`src/rtl/pisq_pkg.sv`:
```
package pisq_pkg;

    localparam int SLP_W = 32;
    localparam int MEM_W = 64;
    localparam int BIT_W = $clog2(SLP_W);

    typedef struct packed {
        logic             has_top;
        logic [BIT_W-1:0] slp_bit;
        logic [BIT_W-1:0] iso_bit;
        logic [MEM_W-1:0] mem_mask;
        logic             has_rst;
        logic             has_clk;
    } dom_cfg_t;

    typedef enum logic [2:0] {
        ST_IDLE,
        ST_WAIT_MEM,
        ST_WAIT_LAST,
        ST_CLK_HOLD,
        ST_ISO_REL,
        ST_RST_REL,
        ST_CLK_ON
    } seq_st_t;

    typedef struct packed {
        logic sleep;
        logic mem;
        logic iso;
        logic rst_set;
        logic rst_clr;
        logic clk;
    } step_t;

    function automatic dom_cfg_t mk_dom(logic top, int sb, int ib,
                                        logic [MEM_W-1:0] mask,
                                        logic r, logic c);
        dom_cfg_t e;
        e.has_top  = top;
        e.slp_bit  = BIT_W'(sb);
        e.iso_bit  = BIT_W'(ib);
        e.mem_mask = mask;
        e.has_rst  = r;
        e.has_clk  = c;
        return e;
    endfunction

    // island 0: switch/iso in distinct bits, many banks over two words, reset and clocks
    // island 1: same bit index in both controls, one 8-bit memory group
    // island 2: same bit index, one 2-bit bank
    // island 3: memory only
    localparam dom_cfg_t [3:0] DEF_CFG = {
        mk_dom(1'b0,  0,  0, 64'h0000_0000_0003_0000, 1'b0, 1'b0),
        mk_dom(1'b1, 17, 17, 64'h0000_0000_C000_0000, 1'b0, 1'b0),
        mk_dom(1'b1, 16, 16, 64'h00FF_0000_0000_0000, 1'b0, 1'b0),
        mk_dom(1'b1,  8,  9, 64'h0000_00FF_0000_FFFF, 1'b1, 1'b1)
    };

endpackage

```
`src/rtl/pisq_timer.sv`:
```
module pisq_timer #(
    parameter int CNT_W = 16
) (
    input  logic             clk_i,
    input  logic             rst_i,
    input  logic             load_i,
    input  logic [CNT_W-1:0] val_i,
    output logic             expired_o
);
    logic [CNT_W-1:0] cnt_q;

    always_ff @(posedge clk_i) begin
        if (rst_i)              cnt_q <= '0;
        else if (load_i)        cnt_q <= val_i;
        else if (cnt_q != '0)   cnt_q <= cnt_q - 1'b1;
    end

    assign expired_o = (cnt_q == '0);
endmodule

```
`src/rtl/pisq_ctrl.sv`:
```
module pisq_ctrl
    import pisq_pkg::*;
#(
    parameter int               N_DOM    = 4,
    parameter int               ID_W     = 3,
    parameter int               CNT_W    = 16,
    parameter logic [CNT_W-1:0] SHORT_LD = '0,
    parameter logic [CNT_W-1:0] LONG_LD  = '0
) (
    input  logic             clk_i,
    input  logic             rst_i,
    input  logic             req_valid_i,
    input  logic [ID_W-1:0]  req_id_i,
    input  logic             req_on_i,
    input  logic             sel_has_clk_i,
    input  logic             tmr_exp_i,
    output logic             tmr_load_o,
    output logic [CNT_W-1:0] tmr_val_o,
    output logic [ID_W-1:0]  cur_id_o,
    output logic             cur_on_o,
    output step_t            step_o,
    output logic             busy_o,
    output logic             done_o,
    output logic             err_o
);
    seq_st_t         st_q, st_d;
    logic [ID_W-1:0] id_q;
    logic            on_q;
    logic            accept, bad, fin;
    logic            id_ok;

    assign id_ok    = {1'b0, req_id_i} < (ID_W+1)'(N_DOM);
    assign cur_id_o = (st_q == ST_IDLE) ? req_id_i : id_q;
    assign cur_on_o = (st_q == ST_IDLE) ? req_on_i : on_q;

    always_comb begin
        st_d       = st_q;
        step_o     = '0;
        tmr_load_o = 1'b0;
        tmr_val_o  = SHORT_LD;
        accept     = 1'b0;
        bad        = 1'b0;
        fin        = 1'b0;
        case (st_q)
            ST_IDLE: begin
                if (req_valid_i) begin
                    if (id_ok) begin
                        accept       = 1'b1;
                        step_o.sleep = 1'b1;
                        tmr_load_o   = 1'b1;
                        st_d         = ST_WAIT_MEM;
                    end else begin
                        bad = 1'b1;
                    end
                end
            end
            ST_WAIT_MEM: begin
                if (tmr_exp_i) begin
                    step_o.mem = 1'b1;
                    tmr_load_o = 1'b1;
                    st_d       = ST_WAIT_LAST;
                end
            end
            ST_WAIT_LAST: begin
                if (tmr_exp_i) begin
                    if (!on_q) begin
                        step_o.iso = 1'b1;
                        if (sel_has_clk_i) begin
                            tmr_load_o = 1'b1;
                            tmr_val_o  = LONG_LD;
                            st_d       = ST_CLK_HOLD;
                        end else begin
                            fin  = 1'b1;
                            st_d = ST_IDLE;
                        end
                    end else begin
                        step_o.rst_set = 1'b1;
                        st_d           = ST_ISO_REL;
                    end
                end
            end
            ST_CLK_HOLD: begin
                if (tmr_exp_i) begin
                    step_o.clk = 1'b1;
                    fin        = 1'b1;
                    st_d       = ST_IDLE;
                end
            end
            ST_ISO_REL: begin
                step_o.iso = 1'b1;
                st_d       = ST_RST_REL;
            end
            ST_RST_REL: begin
                step_o.rst_clr = 1'b1;
                st_d           = ST_CLK_ON;
            end
            ST_CLK_ON: begin
                step_o.clk = 1'b1;
                fin        = 1'b1;
                st_d       = ST_IDLE;
            end
            default: st_d = ST_IDLE;
        endcase
    end

    always_ff @(posedge clk_i) begin
        if (rst_i) begin
            st_q   <= ST_IDLE;
            id_q   <= '0;
            on_q   <= 1'b0;
            busy_o <= 1'b0;
            done_o <= 1'b0;
            err_o  <= 1'b0;
        end else begin
            st_q   <= st_d;
            done_o <= fin;
            err_o  <= bad;
            if (accept) begin
                id_q   <= req_id_i;
                on_q   <= req_on_i;
                busy_o <= 1'b1;
            end else if (fin) begin
                busy_o <= 1'b0;
            end
        end
    end

    assert_done_ends_busy_R10: assert property (@(posedge clk_i) disable iff (rst_i)
        done_o |-> (!busy_o && $past(busy_o)));
    assert_err_when_idle_R9: assert property (@(posedge clk_i) disable iff (rst_i)
        err_o |-> (!busy_o && !$past(busy_o)));
    assert_flags_excl_R10: assert property (@(posedge clk_i) disable iff (rst_i)
        $onehot0({done_o, err_o, $rose(busy_o)}));
endmodule

```
`src/rtl/pisq_apply.sv`:
```
module pisq_apply
    import pisq_pkg::*;
#(
    parameter int                   N_DOM = 4,
    parameter dom_cfg_t [N_DOM-1:0] CFG   = DEF_CFG
) (
    input  logic             clk_i,
    input  logic             rst_i,
    input  step_t            step_i,
    input  logic             on_i,
    input  dom_cfg_t         cfg_i,
    output logic [SLP_W-1:0] sleep_o,
    output logic [SLP_W-1:0] iso_o,
    output logic [MEM_W-1:0] mem_o,
    output logic             rst_o,
    output logic             clk_en_o,
    output logic [N_DOM-1:0] stat_o
);
    logic [SLP_W-1:0] init_slp, init_iso;
    logic [MEM_W-1:0] init_mem;

    always_comb begin
        init_slp = '0;
        init_iso = '0;
        init_mem = '0;
        for (int d = 0; d < N_DOM; d++) begin
            if (CFG[d].has_top) begin
                init_slp[CFG[d].slp_bit] = 1'b1;
                init_iso[CFG[d].iso_bit] = 1'b1;
            end
            init_mem = init_mem | CFG[d].mem_mask;
        end
    end

    always_ff @(posedge clk_i) begin
        if (rst_i) begin
            sleep_o  <= init_slp;
            iso_o    <= init_iso;
            mem_o    <= init_mem;
            rst_o    <= 1'b1;
            clk_en_o <= 1'b0;
        end else begin
            if (step_i.sleep && cfg_i.has_top) sleep_o[cfg_i.slp_bit] <= !on_i;
            if (step_i.iso && cfg_i.has_top)   iso_o[cfg_i.iso_bit]   <= !on_i;
            if (step_i.mem)
                mem_o <= on_i ? (mem_o & ~cfg_i.mem_mask) : (mem_o | cfg_i.mem_mask);
            if (step_i.rst_set && cfg_i.has_rst) rst_o <= 1'b1;
            if (step_i.rst_clr && cfg_i.has_rst) rst_o <= 1'b0;
            if (step_i.clk && cfg_i.has_clk)     clk_en_o <= on_i;
        end
    end

    for (genvar d = 0; d < N_DOM; d++) begin : g_stat
        if (CFG[d].has_top) begin : g_top
            assign stat_o[d] = sleep_o[CFG[d].slp_bit];
        end else begin : g_mem_only
            assign stat_o[d] = 1'b0;
        end
    end
endmodule

```
`src/rtl/pwr_island_seq.sv`:
```
module pwr_island_seq
    import pisq_pkg::*;
#(
    parameter int                   N_DOM    = 4,
    parameter int                   ID_W     = 3,
    parameter int                   CLK_MHZ  = 1,
    parameter int                   SHORT_US = 20,
    parameter int                   LONG_US  = 20000,
    parameter dom_cfg_t [N_DOM-1:0] CFG      = DEF_CFG
) (
    input  logic             clk_i,
    input  logic             rst_i,
    input  logic             req_valid_i,
    input  logic [ID_W-1:0]  req_id_i,
    input  logic             req_on_i,
    output logic             busy_o,
    output logic             done_o,
    output logic             err_o,
    output logic [N_DOM-1:0] dom_stat_o,
    output logic [31:0]      sleep_o,
    output logic [63:0]      mem_pd_o,
    output logic [31:0]      iso_o,
    output logic             bulk_rst_o,
    output logic             clk_en_o
);
    localparam int SHORT_CYC = SHORT_US * CLK_MHZ;
    localparam int LONG_CYC  = LONG_US * CLK_MHZ;
    localparam int CNT_W     = $clog2(LONG_CYC + 1);
    localparam logic [CNT_W-1:0] SHORT_LD = CNT_W'(SHORT_CYC - 1);
    localparam logic [CNT_W-1:0] LONG_LD  = CNT_W'(LONG_CYC - 1);

    logic             tmr_load, tmr_exp;
    logic [CNT_W-1:0] tmr_val;
    logic [ID_W-1:0]  cur_id;
    logic             cur_on;
    step_t            step;
    dom_cfg_t         cur_cfg;

    always_comb begin
        cur_cfg = '0;
        for (int d = 0; d < N_DOM; d++)
            if (ID_W'(d) == cur_id) cur_cfg = CFG[d];
    end

    pisq_timer #(.CNT_W(CNT_W)) u_timer (
        .clk_i     (clk_i),
        .rst_i     (rst_i),
        .load_i    (tmr_load),
        .val_i     (tmr_val),
        .expired_o (tmr_exp)
    );

    pisq_ctrl #(
        .N_DOM(N_DOM), .ID_W(ID_W), .CNT_W(CNT_W),
        .SHORT_LD(SHORT_LD), .LONG_LD(LONG_LD)
    ) u_ctrl (
        .clk_i         (clk_i),
        .rst_i         (rst_i),
        .req_valid_i   (req_valid_i),
        .req_id_i      (req_id_i),
        .req_on_i      (req_on_i),
        .sel_has_clk_i (cur_cfg.has_clk),
        .tmr_exp_i     (tmr_exp),
        .tmr_load_o    (tmr_load),
        .tmr_val_o     (tmr_val),
        .cur_id_o      (cur_id),
        .cur_on_o      (cur_on),
        .step_o        (step),
        .busy_o        (busy_o),
        .done_o        (done_o),
        .err_o         (err_o)
    );

    pisq_apply #(.N_DOM(N_DOM), .CFG(CFG)) u_apply (
        .clk_i    (clk_i),
        .rst_i    (rst_i),
        .step_i   (step),
        .on_i     (cur_on),
        .cfg_i    (cur_cfg),
        .sleep_o  (sleep_o),
        .iso_o    (iso_o),
        .mem_o    (mem_pd_o),
        .rst_o    (bulk_rst_o),
        .clk_en_o (clk_en_o),
        .stat_o   (dom_stat_o)
    );

    assert_sleep_on_accept_R2: assert property (@(posedge clk_i) disable iff (rst_i)
        !$stable(sleep_o) |-> $rose(busy_o));
    assert_mem_in_seq_R7: assert property (@(posedge clk_i) disable iff (rst_i)
        !$stable(mem_pd_o) |-> (busy_o && $past(busy_o)));
    assert_iso_in_seq_R2: assert property (@(posedge clk_i) disable iff (rst_i)
        !$stable(iso_o) |-> $past(busy_o));
    assert_clk_off_done_R3: assert property (@(posedge clk_i) disable iff (rst_i)
        $fell(clk_en_o) |-> done_o);
    assert_rst_rel_busy_R5: assert property (@(posedge clk_i) disable iff (rst_i)
        $fell(bulk_rst_o) |-> busy_o);
    assert_clk_on_done_R4: assert property (@(posedge clk_i) disable iff (rst_i)
        $rose(clk_en_o) |-> (done_o && !bulk_rst_o));
endmodule

```
`config.mk`:
```
export PLATFORM = sky130hd
export DESIGN_NAME = pwr_island_seq
export DESIGN_NICKNAME = d
export VERILOG_FILES = /design/src/rtl/pisq_pkg.sv /design/src/rtl/pisq_timer.sv /design/src/rtl/pisq_ctrl.sv /design/src/rtl/pisq_apply.sv /design/src/rtl/pwr_island_seq.sv
export SDC_FILE = /design/constraint.sdc
export NUM_CORES = 1
export LEC_CHECK = 0
export BUFFER_PORTS_ARGS = -buffer_cell sky130_fd_sc_hd__buf_2
export CORE_MARGIN = 2
export CORE_UTILIZATION = 30
export CTS_BUF_LIST = sky130_fd_sc_hd__clkbuf_4
export DETAILED_ROUTE_END_ITERATION = 7
export PLACE_DENSITY = 0.6
export SLEW_MARGIN = 20
export SYNTH_ARGS = -nofsm -noshare
export SYNTH_HDL_FRONTEND = slang
export SYNTH_HIERARCHICAL = 1
export SYNTH_SLANG_ARGS = --single-unit
export TNS_END_PERCENT = 100
```
`constraint.sdc`:
```
create_clock -name clk_i -period 5.6 [get_ports clk_i]
set_input_delay 0.56 -clock clk_i [delete_from_list [all_inputs] [get_ports clk_i]]
set_output_delay 0.56 -clock clk_i [all_outputs]
set_load 0.01 [all_outputs]
```
## Yosys cells after proc, flatten, opt, wreduce, memory -nomap -nowiden

Index checks and enable logic that the tools add are counted.

- Bitwise logic cells: 5
- Muxes and demuxes: 52
- Order comparisons: 5
- Add/sub/neg operators: 1
- Equality and inequality tests: 14
- Reduce and logical (&&, ||, !) cells: 17

Operators with widths:

| cell | count |
|---|---|
| $mux W77 | 4 |
| $mux W15 | 6 |
| $and A64 B64 Y64 | 1 |
| $bwmux W32 | 2 |
| $mux W64 | 1 |
| $not A64 Y64 | 1 |
| $or A64 B64 Y64 | 1 |
| $mux W1 | 23 |
| $mux W3 | 7 |
| $pmux W3 S6 | 1 |
| $logic_not A15 Y1 | 1 |
| $reduce_bool A15 Y1 | 1 |
| $sub A15 B1 Y15 const B | 1 |
| $lt A5 B6 Y1 const B | 2 |
| $demux W1 S5 | 2 |
| $ge A5 B1 Y1 const B | 2 |
| $eq A3 B3 Y1 const B | 3 |
| $ne A2 B2 Y1 const B | 4 |
| $logic_and A1 B1 Y1 | 7 |
| $eq A2 B3 Y1 const A | 2 |
| $eq A3 B2 Y1 const B | 2 |
| $logic_not A3 Y1 | 2 |
| $pmux W1 S3 | 2 |
| $reduce_bool A2 Y1 | 3 |
| 10 further kinds | 13 |

- Register bits after elaboration: 155
- Input port bits: 7
- Output and inout bits: 137

## Depth between registers and ports, before layout

- Word-level depth: 13
- Gate-level depth with buffers: 13

## Cells and area by module

Netlist, hierarchy kept.

By module, submodules not included:

| module | cells an instance | times used | area each (um^2) |
|---|---|---|---|
| pisq_apply | 619 | 1 | 5370.2 |
| pisq_timer | 102 | 1 | 898.4 |
| pisq_ctrl | 89 | 1 | 728.2 |
| pwr_island_seq | 9 | 1 | 53.8 |

## Worst setup path after synthesis

No wires, ideal clock.

- Kind: reg-to-reg
- Start: register u_ctrl.st_q[2]
- End: register u_timer.cnt_q[4]
- Slack: 0.512 ns
- Cell stages (with the launch flop): 14
- Clock period less this slack: 5.088 ns
- Data arrival time: 5.021 ns
- Data required time: 5.533 ns
- Cells stage by stage: dfxtp_1 -> buf_6 -> nor3_4 -> mux2_2 -> nor3_1 -> nor4bb_1 -> o21ai_0 -> nand2b_1 -> clkbuf_1 -> inv_1 -> nor2_1 -> clkbuf_1 -> nand2_1 -> o21ai_2

RTL lines:

| element | RTL line | text |
|---|---|---|
| start: declaration | pisq_ctrl.sv:26 | `seq_st_t st_q, st_d;` |
| start signal: assignment | pisq_ctrl.sv:115 | `st_q <= st_d;` |
| end signal: assignment | pisq_timer.sv:14 | `else if (load_i) cnt_q <= val_i;` |
| end signal: assignment | pisq_timer.sv:15 | `else if (cnt_q != '0) cnt_q <= cnt_q - 1'b1;` |
| end: declaration | pisq_timer.sv:10 | `logic [CNT_W-1:0] cnt_q;` |

==> impl_metrics.env <==
export IMPL_dr_pass1_iters=5
export IMPL_place_hpwl_um=11600
export IMPL_postCtsSetupBuffers=0
export IMPL_synthArstFlopShare_pct=0
export IMPL_hold_buffers=0
export IMPL_dieWidth_um=157
export IMPL_final_antenna_net_count=0
export IMPL_max_cap_violations=0
export IMPL_timing_rr_start="u_timer/cnt_q[0]$_SDFFE_PP0P_"
export IMPL_synth_distinct_cells=60
export IMPL_setup_viol=0
export IMPL_maxSlewHeadroom_pct=27.1
export IMPL_path_max_fanout=10
export IMPL_placement_io_buffers=142
export IMPL_cts_tree="done"
export IMPL_synth_edf_count=0
export IMPL_rrSetupSlack_ns=2.08
export IMPL_max_freq_mhz=284
export IMPL_fillers=2449
export IMPL_clock_skew_ns=0.0315
export IMPL_yosys_most_used_dff="dfxtp_1"
export IMPL_cp_arrival_ns=4.02
export IMPL_syn_area_sq_mm=0.00705
export IMPL_gr_total_overflow=0
export IMPL_post_drt_via_cell_ratio=4.55
export IMPL_grt_pass1_wl_um=27800
export IMPL_clock_root_buffer="clkbuf_4"
export IMPL_wirelength_um=17800
export IMPL_cts_buffer_depth=2
export IMPL_synth_warnings=6
export IMPL_slew_violations=0
export IMPL_cts_num_sinks=155
export IMPL_rows=56
export IMPL_drc=0
export IMPL_status="finished, final reports clean"
export IMPL_fin_tns_setup_ns=0
export IMPL_gp_congestion=0.779
export IMPL_startpoint_type="flop"
export IMPL_worstSetupPathType="reg2reg"
export IMPL_vias=6005
export IMPL_placed_cells=1285
export IMPL_area_growth_pct=18.8
export IMPL_drtIter0Drc=383
export IMPL_use_met3_pct=4.13
export IMPL_required_ns=6.10
export IMPL_die_h_um=157
export IMPL_worstMarginPinSlew_ns=1.09
export IMPL_ctsResizeCount=0
export IMPL_boundaryPins=144
export IMPL_syn_inst=819
export IMPL_endpoint_kind="flop"
export IMPL_die_area_sq_mm=0.0247
export IMPL_fin_nets=993
export IMPL_cts_buffers=17
export IMPL_startpoint="u_timer/cnt_q[0]$_SDFFE_PP0P_"
export IMPL_grt_pass1_vias=5265
export IMPL_h_tree_depth=4
export IMPL_power_density_mw_per_mm2=311
export IMPL_gr_usage_met1_pct=18.5
export IMPL_peakVddDrop_v=0.000128
export IMPL_power_leakage_nw=3.34
export IMPL_min_period_over_period_pct=62.9
export IMPL_drive_gt1_share_pct=24.3
export IMPL_grt_busiest_layer="met2"
export IMPL_fin_cells=1319
export IMPL_ys_ff_latch=155
export IMPL_avgSynthCellArea_sq_um=8.61
export IMPL_wl_per_cell_um=13.5
export IMPL_grt_use_total_pct=14.1
export IMPL_use_met2_pct=22.5
export IMPL_rsz0062_at_grt="no"
export IMPL_path_clk_slew_ns=0.15
export IMPL_hp_start="req_id_i[0]"
export IMPL_core_area_sq_mm=0.0233
export IMPL_hold_viol=0
export IMPL_grt_start_max_net_pins=102
export IMPL_antenna_found_initial=1
export IMPL_clk_insertion_delay_late_ns=0.56
export IMPL_seq_area_frac_synth_pct=44.0
export IMPL_period_minus_slack_ns=3.52
export IMPL_floorplan_initialDensity_pct=30.3
export IMPL_min_path_type="in2reg"
placed cells by master, fill, tap and decap left out, types with 4 or more instances in the layout:
| master | count |
|---|---|
| dfxtp_1 | 155 |
| buf_2 | 141 |
| nand2_1 | 141 |
| a21oi_1 | 75 |
| conb_1 | 70 |
| nor2_1 | 43 |
| o21ai_0 | 37 |
| a211o_1 | 36 |
| or3_1 | 32 |
| or2_2 | 31 |
| nand2b_1 | 28 |
| mux2i_1 | 25 |
| clkbuf_4 | 17 |
| nor3_1 | 11 |
| xnor2_1 | 10 |
| o21ai_2 | 10 |
| nor2b_1 | 9 |
| inv_1 | 8 |
| nor3b_1 | 7 |
| buf_4 | 7 |
| nand3b_1 | 7 |
| a211oi_1 | 6 |
| a31oi_1 | 6 |
| and4b_1 | 5 |
| o21ai_1 | 5 |
| nand3_1 | 4 |
where the power goes:
group          switching (mW)  total [mW]  internal [mW]
clock network           0.424       0.688          0.264
logic                   0.431       0.682          0.251
registers              0.0701        1.23           1.16
metal layers:
| metal | up-vias | wire (um) |
|---|---|---|
| li1 | 3106 | - |
| met3 | 6 | 861 |
| met2 | 108 | 8310 |
| met5 | - | 0 |
| met4 | 0 | 119 |
| met1 | 2785 | 8480 |
final cells by class:
cell class | instances | area (sq um) | area share [%]
Tap cell | 319 | 399 | 4.77
Clock buffer | 17 | 128 | 1.52
Timing Repair Buffer | 148 | 758 | 9.05
Clock inverter | 14 | 145 | 1.73
Antenna cell | 3 | 7.51 | 0.0896
Multi-Input combinational cell | 655 | 3800 | 45.4
Sequential cell | 155 | 3100 | 37.0
Inverter | 8 | 30.0 | 0.359
cells in the mapped netlist, types with 4 or more instances:
| master | count | share of area [%] |
|---|---|---|
| nor2b_1 | 9 | 0.80 |
| or2_2 | 31 | 2.8 |
| nand2b_1 | 28 | 2.5 |
| a211o_1 | 36 | 4.5 |
| xnor2_1 | 10 | 1.2 |
| nor2_1 | 43 | 2.3 |
| conb_1 | 4 | 0.21 |
| nand3b_1 | 7 | 0.75 |
| nor3b_1 | 7 | 0.75 |
| a211oi_1 | 6 | 0.64 |
| nor3_1 | 13 | 0.92 |
| o21ai_2 | 10 | 1.2 |
| buf_2 | 7 | 0.50 |
| buf_4 | 20 | 2.1 |
| o21ai_0 | 37 | 2.6 |
| a31oi_1 | 6 | 0.53 |
| mux2i_1 | 25 | 3.5 |
| and4b_1 | 5 | 0.71 |
| a21oi_1 | 75 | 5.3 |
| clkbuf_1 | 31 | 1.7 |
| mux2_2 | 4 | 0.64 |
| nand2_1 | 141 | 7.5 |
| dfxtp_1 | 155 | 44 |
| or3_1 | 32 | 2.8 |
| buf_1 | 5 | 0.27 |
| o21ai_1 | 5 | 0.35 |
| nand3_1 | 4 | 0.28 |
| inv_1 | 8 | 0.43 |
critical path, cell delays in order, from the launching register on:
cell and delay (ns):
dfxtp_1 0.35, inv_1 0.08, ha_1 0.21, or4b_1 0.54, nor4_4 0.50, nor2b_1 0.27
nand3b_1 0.10, a21oi_1 0.53, nand4bb_1 0.36, or3_1 0.43, a21oi_1 0.12
final timing paths:
path                                    end  cells past startpoint
max          u_apply/iso_o[24]$_SDFFE_PP0P_                     10
min             u_ctrl/id_q[0]$_SDFFE_PP0P_                      3
max reg2reg  u_apply/iso_o[24]$_SDFFE_PP0P_                     10
min reg2reg                            flop                      2
per-stage QoR:
| stage | hold slack (ns) | utilization (%) | area, sq um | total power, mW | setup slack [ns] |
|---|---|---|---|---|---|
| global route | 0.227 | 36.0 | 8380 | 2.77 | 1.81 |
| detailed placement | 0.445 | 34.8 | 8100 | 1.94 | 2.05 |
| CTS | 0.220 | 36.0 | 8370 | 2.64 | 2.03 |
| global placement | 0.438 | 34.8 | 8100 | 1.93 | 2.13 |
| floorplan | 0.426 | - | 7300 | 1.81 | 0.512 |
| finish | 0.278 | 36.0 | 8380 | 2.60 | 2.08 |
cells by family (layout without fill, tap and decap cells):
kind of cell               after synthesis  after routing  synth area share (%)
buffers and inverters                   75            187                  5.73
other                                    4             73                 0.213
xor gates and xnor gates                13             13                  1.61
muxes                                   29             29                  4.19
adders and majority gates                1              1                 0.177
DFF                                    155            155                  44.0
AOI/OAI and AO/OA                      183            183                  16.2
and+or+nand+nor                        359            359                  27.9
No activity file was read; power rests on OpenSTA's default activity.
